--- src/rtl/twopt_cal.sv ---
module twopt_cal #(
  parameter int N     = 12,
  parameter int RAW_W = 16
) (
  input  logic             clk,
  input  logic             rst_n,
  input  logic             cal_start,
  input  logic             ref_lo_valid,
  input  logic [RAW_W-1:0] ref_lo,
  input  logic             ref_hi_valid,
  input  logic [RAW_W-1:0] ref_hi,
  input  logic             in_valid,
  input  logic [RAW_W-1:0] in_data,
  output logic             out_valid,
  output logic [N-1:0]     out_data,
  output logic             done,
  output logic             err
);
  localparam int SW   = N + 20;
  localparam int PW   = N + SW;
  localparam int CW   = $clog2(PW + 1);
  localparam int MAXC = (1 << N) - 1;
  localparam int NOM0 = 1 << (N - 2);
  localparam int SPAN = 1 << (N - 1);
  localparam logic [PW-1:0] UNIT_W = PW'(1000000);
  localparam logic [PW-1:0] NUMER  = PW'(SPAN) * UNIT_W;

  typedef enum logic [1:0] {S_IDLE, S_COLL, S_DSC, S_DBI} st_t;

  st_t               state;
  logic [N-1:0]      lo_q, hi_q;
  logic              got_lo, got_hi;
  logic [SW-1:0]     scale_q, scale_tmp;
  logic signed [SW:0] bias_q;
  logic [PW-1:0]     rem_q, quo_q, dvs_q;
  logic [CW-1:0]     cnt_q;

  logic [PW:0] shf, sub;
  logic        ge;
  assign shf = {rem_q, quo_q[PW-1]};
  assign sub = shf - {1'b0, dvs_q};
  assign ge  = shf >= {1'b0, dvs_q};

  logic [N-1:0]         raw_m;
  logic [PW-1:0]        prod, quot;
  logic signed [PW+1:0] sum_s;
  logic [N-1:0]         sat;
  assign raw_m = in_data[N-1:0];
  assign prod  = PW'(raw_m) * PW'(scale_q);
  assign quot  = prod / UNIT_W;
  assign sum_s = $signed({2'b00, quot}) + (PW+2)'(bias_q);
  assign sat   = (sum_s < 0) ? '0 :
                 (sum_s > $signed((PW+2)'(MAXC))) ? N'(MAXC) : sum_s[N-1:0];

  logic unused_ok;
  assign unused_ok = ^{in_data[RAW_W-1:N], ref_lo[RAW_W-1:N], ref_hi[RAW_W-1:N], sub[PW]};

  always_ff @(posedge clk or negedge rst_n) begin
    if (!rst_n) begin
      out_valid <= 1'b0;
      out_data  <= '0;
    end else begin
      out_valid <= in_valid;
      if (in_valid) out_data <= sat;
    end
  end

  always_ff @(posedge clk or negedge rst_n) begin
    if (!rst_n) begin
      state     <= S_IDLE;
      lo_q      <= '0;
      hi_q      <= '0;
      got_lo    <= 1'b0;
      got_hi    <= 1'b0;
      scale_q   <= SW'(1000000);
      scale_tmp <= '0;
      bias_q    <= '0;
      rem_q     <= '0;
      quo_q     <= '0;
      dvs_q     <= '0;
      cnt_q     <= '0;
      done      <= 1'b0;
      err       <= 1'b0;
    end else if (cal_start) begin
      state  <= S_COLL;
      got_lo <= 1'b0;
      got_hi <= 1'b0;
      done   <= 1'b0;
      err    <= 1'b0;
    end else begin
      case (state)
        S_COLL: begin
          if (ref_lo_valid && !got_lo) begin
            lo_q   <= ref_lo[N-1:0];
            got_lo <= 1'b1;
          end
          if (ref_hi_valid && !got_hi) begin
            hi_q   <= ref_hi[N-1:0];
            got_hi <= 1'b1;
          end
          if (got_lo && got_hi) begin
            if (hi_q <= lo_q) begin
              err   <= 1'b1;
              state <= S_IDLE;
            end else begin
              rem_q <= '0;
              quo_q <= NUMER;
              dvs_q <= PW'(hi_q - lo_q);
              cnt_q <= CW'(PW);
              state <= S_DSC;
            end
          end
        end
        S_DSC, S_DBI: begin
          if (cnt_q != 0) begin
            rem_q <= ge ? sub[PW-1:0] : shf[PW-1:0];
            quo_q <= {quo_q[PW-2:0], ge};
            cnt_q <= cnt_q - 1'b1;
          end else if (state == S_DSC) begin
            scale_tmp <= quo_q[SW-1:0];
            rem_q     <= '0;
            quo_q     <= PW'(lo_q) * PW'(quo_q[SW-1:0]);
            dvs_q     <= UNIT_W;
            cnt_q     <= CW'(PW);
            state     <= S_DBI;
          end else begin
            scale_q <= scale_tmp;
            bias_q  <= $signed((SW+1)'(NOM0)) - $signed({1'b0, quo_q[SW-1:0]});
            done    <= 1'b1;
            state   <= S_IDLE;
          end
        end
        default: ;
      endcase
    end
  end
endmodule

--- config.mk ---
export PLATFORM = sky130hd
export DESIGN_NAME = twopt_cal
export DESIGN_NICKNAME = d
export VERILOG_FILES = /design/src/rtl/twopt_cal.sv
export SDC_FILE = /design/constraint.sdc
export NUM_CORES = 2
export LEC_CHECK = 0
export ABC_AREA = 1
export BUFFER_PORTS_ARGS = -buffer_cell sky130_fd_sc_hd__buf_4
export CAP_MARGIN = 20
export CORE_MARGIN = 4
export CORE_UTILIZATION = 50
export CTS_CLUSTER_DIAMETER = 30
export DETAILED_ROUTE_END_ITERATION = 10
export PLACE_DENSITY = 0.66
export SETUP_SLACK_MARGIN = 0.02
export SKIP_CTS_REPAIR_TIMING = 1
export SLEW_MARGIN = 25
export SYNTH_ARGS = -nofsm -noshare
export SYNTH_HDL_FRONTEND = slang
export SYNTH_SLANG_ARGS = --single-unit
--- constraint.sdc ---
create_clock -name clk -period 35 [get_ports clk]
set_clock_uncertainty 0.15 [all_clocks]
set_input_delay 10.5 -clock clk [delete_from_list [all_inputs] [get_ports clk]]
set_output_delay 10.5 -clock clk [all_outputs]
set_load 0.02 [all_outputs]
==> summary.txt <==
Clock tree
  – Worst-Skew Late Latency: ~0.62 ns
  – Clock Sinks: between 200 and 250
  – TritonCTS Buffers: 61
  – TritonCTS clock tree: yes
  – H-tree levels: 2
  – Clock transition at the registers of the reported paths: about 0.050 ns
  – Root Driver: clkbuf_16
  – Max Root-Sink Buffers: 3

Critical path
  – Critical Path RT: around 35 ns
  – FF-to-FF End: out_data[8]
  – Reg2Reg Depth: between 200 and 250
  – Critical R2R Launch: scale_q[22]
  – Crit path max fanout: 16
  – Slowest CP cell: fa_1
  – CP arrival: 39.44 ns
  – Worst setup EP type: flop
  – CP Class: input port to flop
  – Startpoint types: input port
  – Slowest stage delay, CP: approximately 0.57 ns
  – Reg2Reg Setup Slack: just over 5 ns

Global route
  – Total Routing Usage GR: around a quarter
  – Initial antenna violation count: 3
  – Largest net degree at the start of global routing: approximately 160
  – GRT overflow: 0
  – Number of global-route vias before repair: between 50,000 and 60,000
  – First-pass GRT wire length: ~250,000 um

Run
  – MaxCap Viol Count: 0

Synth
  – Number of synthesized flops with an enable pin: 0
  – Top cell type by total area after synthesis: fa_1
  – YS warnings: 0
  – Post-synthesis instance area: ~55,000 sq um
  – Syn nets: about 8,400
  – Distinct cell type count after synthesis: 87
  – Post-Syn Instances: ~7,500
  – Async S/R FF share, synth: 100%
  – Sequential-to-total area share from yosys stat: between 10% and 20%
  – Register bit total from synthesis: about 250
  – Synthesized area per cell: approximately 7.2 sq um
  – Synth top area cells: fa_1, nand2_1, dfrtp_1
  – Top cell type's share of synthesized area: between 20% and 30%
  – Main synth FF type: dfrtp_1

Placement
  – Port Buffers: 56
  – Dpl hpwl: ~120,000 um
  – RD Place Congestion: between 0.9 and 1
  – Placed insts: 9,816

Final layout
  – Layout fillers: between 9,000 and 10,000
  – # nets final: around 9,500
  – Non-filler cells, final: 10,000
  – Layout cells sized above 1: 30.6%
  – Layout area overhead: 25.4%

Drt
  – DRT Wirelength: roughly 150,000 um
  – Drc violations: 0
  – Antenna viol nets, final: 0
  – Via count: approximately 51,000
  – DR iter-0 viols: approximately 2,800
  – Drt wl/cell: 14.8 um
  – Drt pass-1 iters: 6
  – Vias/cell: ~5.1

Min path
  – Worst hold path startpoint: scale_tmp[24]
  – Worst hold path depth: 2
  – Hold endpoint: scale_q[24]
  – HP Class: flop to flop

Run status
  – Outcome: finished with violations
  – Failing checks: setup timing

STA
  – Setup ws final: -4.10 ns
  – Fmax: around 26 MHz
  – Final hold violations: 0
  – RSZ-0062 raised after global routing: yes
  – Relative slew slack: a little under two fifths
  – Tcrit/Tclk final: 112%
  – Worst slew pin tran: 0.942 ns
  – Final setup fails: 12
  – Max Slew Vio Count: 0
  – Crit path time final: 39.10 ns

Floorplanning
  – Die Y: 339 um
  – # rows: roughly 120
  – Core area: approximately 110,000 sq um
  – Ports: around 70
  – Die Wd: ~340 um
  – Die area: ~110,000 sq um
  – Initial core utilization: 50.3%
[layout by cell type, fill, tap and decap left out, types with 15 or more instances in the layout]
master        n
nand3_2      83
ha_1        218
fa_1        601
inv_4        18
clkinv_2     16
nand2_1    1987
xor2_1      171
nand3_1     326
nand2_4     304
buf_6        15
o21ai_1      30
o211ai_1     27
o21ai_2      24
nand3_4      28
clkbuf_16    63
clkinv_4     19
inv_2        88
nor2_2       77
nor2_1      296
ha_4         28
o22ai_1      25
mux2_2       16
a21oi_1     225
dfrtp_1     241
nor2_4       72
nand2_2     392
o21bai_1     17
a21oi_2      21
nand4_1      59
inv_1      1280
o21ai_0     258
buf_4      1164
xnor2_1      68
buf_12       21
nor3_1       36
nand2_8      34
[synth_stat cells (all sizes together) (2+ instances only)]
| cell | instances |
|---|---|
| a211oi | 9 |
| a21boi | 3 |
| a21o | 10 |
| a21oi | 259 |
| a221oi | 2 |
| a22o | 2 |
| a22oi | 9 |
| a31o | 3 |
| a31oi | 7 |
| a32o | 13 |
| and2 | 6 |
| and3 | 3 |
| buf | 37 |
| bufinv | 4 |
| clkbuf | 214 |
| clkinv | 41 |
| dfrtp | 241 |
| dfstp | 7 |
| fa | 603 |
| ha | 247 |
| inv | 1390 |
| mux2 | 16 |
| nand2 | 2708 |
| nand3 | 435 |
| nand3b | 17 |
| nand4 | 64 |
| nor2 | 448 |
| nor3 | 44 |
| nor3b | 2 |
| nor4 | 7 |
| o211ai | 28 |
| o21a | 5 |
| o21ai | 323 |
| o21bai | 18 |
| o22ai | 25 |
| o31ai | 14 |
| o32ai | 6 |
| or2 | 8 |
| xnor2 | 71 |
| xor2 | 181 |
[area by class of cell]
type	instances	area (sq um)	area share, %
clock inverters	43	656	0.957
well taps	1414	1770	2.58
clock buffers	73	1610	2.35
multi-input cells	5613	43100	63.0
diodes	2	5.00	0.00730
repair buffers	1211	9500	13.9
flip-flops and latches	248	6210	9.07
inverters	1436	5620	8.21
[flip-flops by register name, indices dropped and copies added, names as in the netlist, 2 cells and up]
signal     cells
out_data      12
hi_q          12
state          2
scale_q       32
cnt_q          6
rem_q         44
lo_q          12
dvs_q         14
bias_q        33
scale_tmp     32
quo_q         44
[how the worst max path moves through the flow]
| stage | from | endpoint | slack [ns] | depth (start not counted) |
|---|---|---|---|---|
| 6_report | in_data[9] | out_data[8] | -4.10 | 224 |
| 3_5_place_dp | in_data[10] | out_data[3] | -5.32 | 220 |
| 4_1_cts | in_data[10] | out_data[8] | -4.75 | 221 |
| 5_1_grt | in_data[9] | out_data[8] | -6.22 | 243 |
| 2_1_floorplan | in_data[8] | out_data[3] | -2.62 | 244 |
| 3_3_place_gp | in_data[11] | out_data[3] | -4.77 | 222 |
[routing by layer]
layer,routed length (um),global-route usage [%],share of wire [%]
met5,13,0,0.0088
met1,62700,32.3,42
met4,3790,6.62,2.6
met3,7230,2.49,4.9
met2,74600,46.0,50
[critical path, delay by kind of cell]
kind | cells | cell delay, ns
mux | 1 | 0.26
buf+inv | 39 | 4.98
xor+xnor | 2 | 0.42
compound gates | 27 | 4.82
simple gates | 147 | 15.03
fa+ha+maj | 8 | 3.39
[through the flow]
| step | setup WS [ns] | utilization [%] | hold slack (ns) | setup TNS [ns] | area [sq um] |
|---|---|---|---|---|---|
| after global placement | -4.77 | 59.5 | 0.304 | -56.48 | 64600 |
| after detailed placement | -5.32 | 59.5 | 0.313 | -62.98 | 64600 |
| after floorplan | -2.62 | - | 0.292 | -29.85 | 55900 |
| final | -4.10 | 63.0 | 0.322 | -48.33 | 68500 |
| after global routing | -6.22 | 63.0 | 0.333 | -73.64 | 68500 |
| after CTS | -4.75 | 61.6 | 0.321 | -56.15 | 66900 |
[cell families after synthesis]
kind of cell | synth area share, %
AO/OA/AOI/OAI | 8.10
XOR/XNOR | 4.14
adder cells (fa/ha/maj) | 27.7
buffers and inverters | 12.7
flip-flops | 11.4
multiplexers | 0.330
AND/OR/NAND/NOR | 35.6
Power is not shown: default switching activity piles up to over one toggle a cycle in this logic, so the estimate is an artifact.
